<file path="config.mk">
export PLATFORM = sky130hd
export DESIGN_NAME = resultLock
export DESIGN_NICKNAME = d
export VERILOG_FILES = /design/src/rtl/resultLockPkg.sv /design/src/rtl/resultLockCtl.sv /design/src/rtl/resultLockDp.sv /design/src/rtl/resultLock.sv
export SDC_FILE = /design/constraint.sdc
export NUM_CORES = 1
export LEC_CHECK = 0
export ABC_AREA = 1
export BUFFER_PORTS_ARGS = -buffer_cell sky130_fd_sc_hd__clkbuf_2
export CORE_UTILIZATION = 42
export DETAILED_ROUTE_END_ITERATION = 10
export PLACE_DENSITY = 0.76
export SLEW_MARGIN = 0
export SYNTH_ARGS = -nofsm -noshare
export SYNTH_HDL_FRONTEND = slang
export SYNTH_SLANG_ARGS = --single-unit
</file>
<file path="constraint.sdc">
create_clock -name clk -period 1.2 [get_ports clk]
set_input_delay 0.06 -clock clk [delete_from_list [all_inputs] [get_ports clk]]
set_output_delay 0.06 -clock clk [all_outputs]
set_load 0.005 [all_outputs]
</file>
<file path="src/rtl/resultLockPkg.sv">
package resultLockPkg;
  localparam int RES_W  = 10;
  localparam int BYTE_W = 8;
  localparam int HI_W   = RES_W - BYTE_W;

  typedef struct packed {
    logic load;
  } lockStrobes_t;
endpackage

</file>
<file path="src/rtl/resultLockCtl.sv">
module resultLockCtl
  import resultLockPkg::*;
(
  input  logic         clk,
  input  logic         rstN,
  input  logic         wrValid,
  input  logic         rdLow,
  input  logic         rdHigh,
  input  logic         irqClr,
  input  logic         lostClr,
  output lockStrobes_t strobes,
  output logic         irqFlag,
  output logic         lostFlag
);
  logic lockQ;
  logic blocked;

  // A same-cycle low read blocks the write, so the two bytes always stay coherent.
  assign blocked      = lockQ | rdLow;
  assign strobes.load = wrValid & ~blocked;

  always_ff @(posedge clk) begin
    if (!rstN) begin
      lockQ    <= 1'b0;
      irqFlag  <= 1'b0;
      lostFlag <= 1'b0;
    end else begin
      if (rdLow)       lockQ <= 1'b1;
      else if (rdHigh) lockQ <= 1'b0;

      if (wrValid)     irqFlag <= 1'b1;
      else if (irqClr) irqFlag <= 1'b0;

      if (wrValid && blocked) lostFlag <= 1'b1;
      else if (lostClr)       lostFlag <= 1'b0;
    end
  end
endmodule

</file>
<file path="src/rtl/resultLockDp.sv">
module resultLockDp
  import resultLockPkg::*;
(
  input  logic              clk,
  input  logic              rstN,
  input  lockStrobes_t      strobes,
  input  logic [RES_W-1:0]  wrData,
  output logic [BYTE_W-1:0] lowData,
  output logic [BYTE_W-1:0] highData
);
  logic [RES_W-1:0] resultQ;

  always_ff @(posedge clk) begin
    if (!rstN)             resultQ <= '0;
    else if (strobes.load) resultQ <= wrData;
  end

  assign lowData  = resultQ[BYTE_W-1:0];
  assign highData = {{(BYTE_W-HI_W){1'b0}}, resultQ[RES_W-1:BYTE_W]};
endmodule

</file>
<file path="src/rtl/resultLock.sv">
module resultLock
  import resultLockPkg::*;
(
  input  logic              clk,
  input  logic              rstN,
  input  logic              wrValid,
  input  logic [RES_W-1:0]  wrData,
  input  logic              rdLow,
  input  logic              rdHigh,
  input  logic              irqClr,
  input  logic              lostClr,
  output logic [BYTE_W-1:0] lowData,
  output logic [BYTE_W-1:0] highData,
  output logic              irqFlag,
  output logic              lostFlag
);
  lockStrobes_t strobes;

  resultLockCtl u_ctl (
    .clk(clk), .rstN(rstN), .wrValid(wrValid), .rdLow(rdLow), .rdHigh(rdHigh),
    .irqClr(irqClr), .lostClr(lostClr), .strobes(strobes),
    .irqFlag(irqFlag), .lostFlag(lostFlag)
  );

  resultLockDp u_dp (
    .clk(clk), .rstN(rstN), .strobes(strobes), .wrData(wrData),
    .lowData(lowData), .highData(highData)
  );
endmodule

</file>
== Word-level counts from Yosys, hierarchy flattened ==
Cells that the tools add are included.

* Input port bits: 17
* Output and inout port bits: 18
* Word-level logic and storage cells: 17
* Flip-flop bits (word level): 13

* Reductions and logical operators: 4
* Bitwise operators: 3
* Multiplexer cells: 6

{| class="wikitable"
|+ Operators with widths
! cell !! count
|-
| $mux 1 || 6
|-
| $reduce_bool 2->1 || 3
|-
| $and 1x1->1 || 1
|-
| $logic_and 1x1->1 || 1
|-
| $not 1->1 || 1
|-
| $or 1x1->1 || 1
|}

== Depth between registers and ports, before layout ==
* Word-level depth: 3
* Gate-level depth with buffers: 5
* Depth with buffers taken out: 4

== By module ==
Synthesis repeated with hierarchy kept, for this count alone.

* Cells, all modules: 86
* Area total of the unflattened synthesis: 575.6 µm²

{| class="wikitable"
|+ Modules (own cells, without submodules)
! module !! times used !! seq. area each (µm²) !! cells an instance !! area an instance (µm²)
|-
| resultLockDp || 1 || 200.2 || 70 || 460.4
|-
| resultLockCtl || 1 || 60.1 || 16 || 115.1
|}

== Worst setup path before layout ==
Ideal clock, no wire load.

* Path type: register to register
* Start point: register u_ctl.lockQ
* End point: register u_dp.resultQ[0]
* Required time: 1.085 ns
* Path buffers: 1
* Slack: 0.343 ns
* Period minus slack after synthesis: 0.857 ns
* Arrival: 0.742 ns
* Setup time: 0.115 ns
* Cell stages (with the launch flop): 6
* Path through: dfxtp_1 -> nor2_2 -> buf_6 -> nand3_1 -> nand2_1 -> nor2_1

* Cells in the longest elaborated chain, start to end: 3

{| class="wikitable"
|+ RTL lines
! what !! line !! source
|-
| start: declaration || resultLockCtl.sv:15 || <nowiki>logic lockQ;</nowiki>
|-
| start signal: assignment || resultLockCtl.sv:24 || <nowiki>lockQ <= 1'b0;</nowiki>
|-
| start signal: assignment || resultLockCtl.sv:28 || <nowiki>if (rdLow) lockQ <= 1'b1;</nowiki>
|-
| start signal: assignment || resultLockCtl.sv:29 || <nowiki>else if (rdHigh) lockQ <= 1'b0;</nowiki>
|-
| $or 1x1->1 || resultLockCtl.sv:19 || <nowiki>assign blocked = lockQ | rdLow;</nowiki>
|-
| $not 1->1 || resultLockCtl.sv:20 || <nowiki>assign strobes.load = wrValid & ~blocked;</nowiki>
|-
| $and 1x1->1 || resultLockCtl.sv:20 ||
|-
| end signal: assignment || resultLockDp.sv:15 || <nowiki>else if (strobes.load) resultQ <= wrData;</nowiki>
|-
| end: declaration || resultLockDp.sv:11 || <nowiki>logic [RES_W-1:0] resultQ;</nowiki>
|}

Every way passes these cells.
A chain may end at the register's enable or synchronous reset.

== Final worst setup path ==
Ends and elaborated chain as after synthesis.

==> out/results.txt <==
Outcome: complete, no violations
Static Leakage: 0.000436 uW
Vias in the first global route: 499
Crit end category: flip-flop
Max stage delay on crit path: 0.32 ns
Fmax: 1070 MHz
Root Driver: clkbuf_4
Post-DR wirelength/cell: 9.04 um
Num ports: 35
Cell taking the most area after synthesis: dfxtp_1
Slew Viols, Final: 0
Pre-Repair DR Iteration Count: 4
Clk_skew: 0.00462 ns
Grt ovf: 0
Pre-CTS setup slack: 0.272 ns
Yosys reg bits: 13
Critical path's slowest cell: dfxtp_1
Area grow syn2layout: 20.6%
Area of the multi-input gates: 238 sq um
Die footprint: 1660 sq um
Period Utilization, post-route: 0.778
Detail Placement HPWL: 897 um
Synth cell types: 15
Power Total: 898 uW
Worst path depth: 5
First-pass GRT wire length: 1970 um
Cts hold-fix bufs: 1
Post-Synthesis Cells: 86
Initial Utilization: 0.467
GRT Overall Usage: 0.180
Number of cell rows: 13
Peak VDD IR: 0.752 mV
Die width: 40.8 um
Worst setup SP type: flip-flop
Final hold violation count: 0
Register area share after synthesis: 0.413
Crit Path Class: flip-flop to flip-flop
CP cell instances: nor2_2, buf_4, nand3_1, nand2_1, nor2_1
# setup viols final: 0
Cell Pwr Density: 1180 nW/um^2
CTS Buf Count: 3
# Max-Cap Violations: 0
CTS max path bufs: 2
Hold Crit Class: input pin to flip-flop
CP arrival: 1.10 ns
Buf+Inv Stages, Crit Path: 1
Synth warn: 0
Share of post-route cells with drive strength above 1: 0.304
DRC Markers: 0
# diodes: 0
Nets@finish: 133
TritonCTS clock tree: yes
Core area: 1350 sq um
Gpl congestion: 0.652
Initial antenna violation count: 0
Port Buffers: 28
CTS sink cnt: 13
Clk Latency, worst-skew pair: 0.27 ns
DRT iter0 DRCs: 12
Fin Setup TNS: 0 ns
Minimum clock period after layout: 0.934 ns
Critical Path RT: 1.36 ns
Syn Area/Cell: 7.33 sq um
Clock slew at reported path FFs: 0.07 ns
Largest cells by area after synthesis: dfxtp_1 41%, a21oi_1 8.7%, inv_1 8.3%, nand3_1 7.9%, buf_4 7.1%
CP Max Fanout: 13
Mapped cell area: 631 sq um
Hold path depth: 4
Vias: 588
DIE HEIGHT: 40.8 um
Post-CTS setup buffers: 0
Fill cell count: 136
Vias per cell: 4.52
CP top delay family: flip-flops
H-tree depth: 1
Post_cts resized: 0
RSZ-0062 raised after global routing: no
Final wirelength: 1180 um
Share of the synthesized area in the top cell type: 0.413
R2R cell count: 5
Final WS setup: 0.266 ns
Reg area: 260 sq um
Final ANT Viol Nets: 0
Largest net degree at the start of global routing: 23
## path summary, 6_finish.rpt
check	start	endpoint	slack, ns
worst max-delay path	u_ctl.lockQ$_SDFFE_PN0P_	u_dp.resultQ[0]$_SDFFE_PN0P_	0.27
worst max register to register	u_ctl.lockQ$_SDFFE_PN0P_	u_dp.resultQ[0]$_SDFFE_PN0P_	0.27
worst min register to register	u_dp.resultQ[3]$_SDFFE_PN0P_	u_dp.resultQ[3]$_SDFFE_PN0P_	0.48
worst min-delay path	lostClr	u_ctl.lostFlag$_SDFFE_PN0P_	0.05
## flip-flops by register name (all words and copies together), names as in the netlist
| signal | cells |
|---|---|
| u_dp.resultQ | 10 |
| u_ctl.lockQ | 1 |
| u_ctl.lostFlag | 1 |
| u_ctl.irqFlag | 1 |
## where the power goes
part           internal [uW]  leakage [uW]  switching (uW)
registers                461      0.000107            15.8
clock network            129     0.0000150             135
logic                   74.2      0.000313            83.4
total                    664      0.000436             234
## layout make-up
| class | instances | share of cell area |
|---|---|---|
| Clock buffer | 4 | 0.0345 |
| Inverter | 14 | 0.0691 |
| Multi-Input combinational cell | 53 | 0.312 |
| Sequential cell | 13 | 0.342 |
| Tap cell | 15 | 0.0247 |
| Timing Repair Buffer | 31 | 0.217 |
## worst register-to-register path, cell delays in order (launching register included)
cell and delay (ns):
dfxtp_1 0.32, nor2_2 0.12, buf_4 0.19, nand3_1 0.09
nand2_1 0.08, nor2_1 0.04
## synth_stat cells
master	number
nor2_1	11
nand2_1	11
nor2_2	1
nand3_1	10
clkbuf_8	2
conb_1	1
buf_6	2
a21oi_1	11
clkbuf_1	1
buf_4	6
inv_1	14
dfxtp_1	13
a211oi_1	1
a21oi_2	1
o21ai_0	1
## routing by layer
metal / vias up / track usage / part of all wire / wire [um]
met1: 251 / 0.194 / 0.43 / 510
li1: 312 / - / - / -
met4: 0 / 0 / 0 / 0
met3: 0 / 0.0924 / 0.10 / 121
met5: - / 0 / 0 / 0
met2: 25 / 0.329 / 0.46 / 543
## cells in the final DEF, fill, tap and decap left out
master         Yosys  final
nand2_1           11     11
inv_1             14     14
a21oi_2            1      1
nor2_2             1      1
nand3_1           10     10
clkbuf_1           1      1
clkbuf_2           0     28
o21ai_0            1      1
conb_1             1      6
nor2_1            11     11
a211oi_1           1      1
buf_4              6      2
a21oi_1           11     11
dlygate4sd3_1      0      1
dfxtp_1           13     13
clkbuf_4           0      3
## through the flow
step / utilization / area, sq um / hold WS (ns) / cells
3_5_place_dp: 0.537 / 724 / 0.267 / 125
2_1_floorplan: - / 649 / 0.158 / 91
3_3_place_gp: 0.537 / 724 / 0.266 / 125
5_1_grt: 0.563 / 761 / 0.0710 / 130
4_1_cts: 0.563 / 761 / 0.0467 / 130
6_report: 0.563 / 761 / 0.0476 / 130
## kinds of logic after synthesis
group,count (synthesis),synth area share
other,1,0.00595
buffers and inverters,25,0.240
and+or+nand+nor,33,0.220
AOI/OAI and AO/OA,14,0.121
DFF,13,0.413
Note: power is estimated with default switching activity, not from simulation.
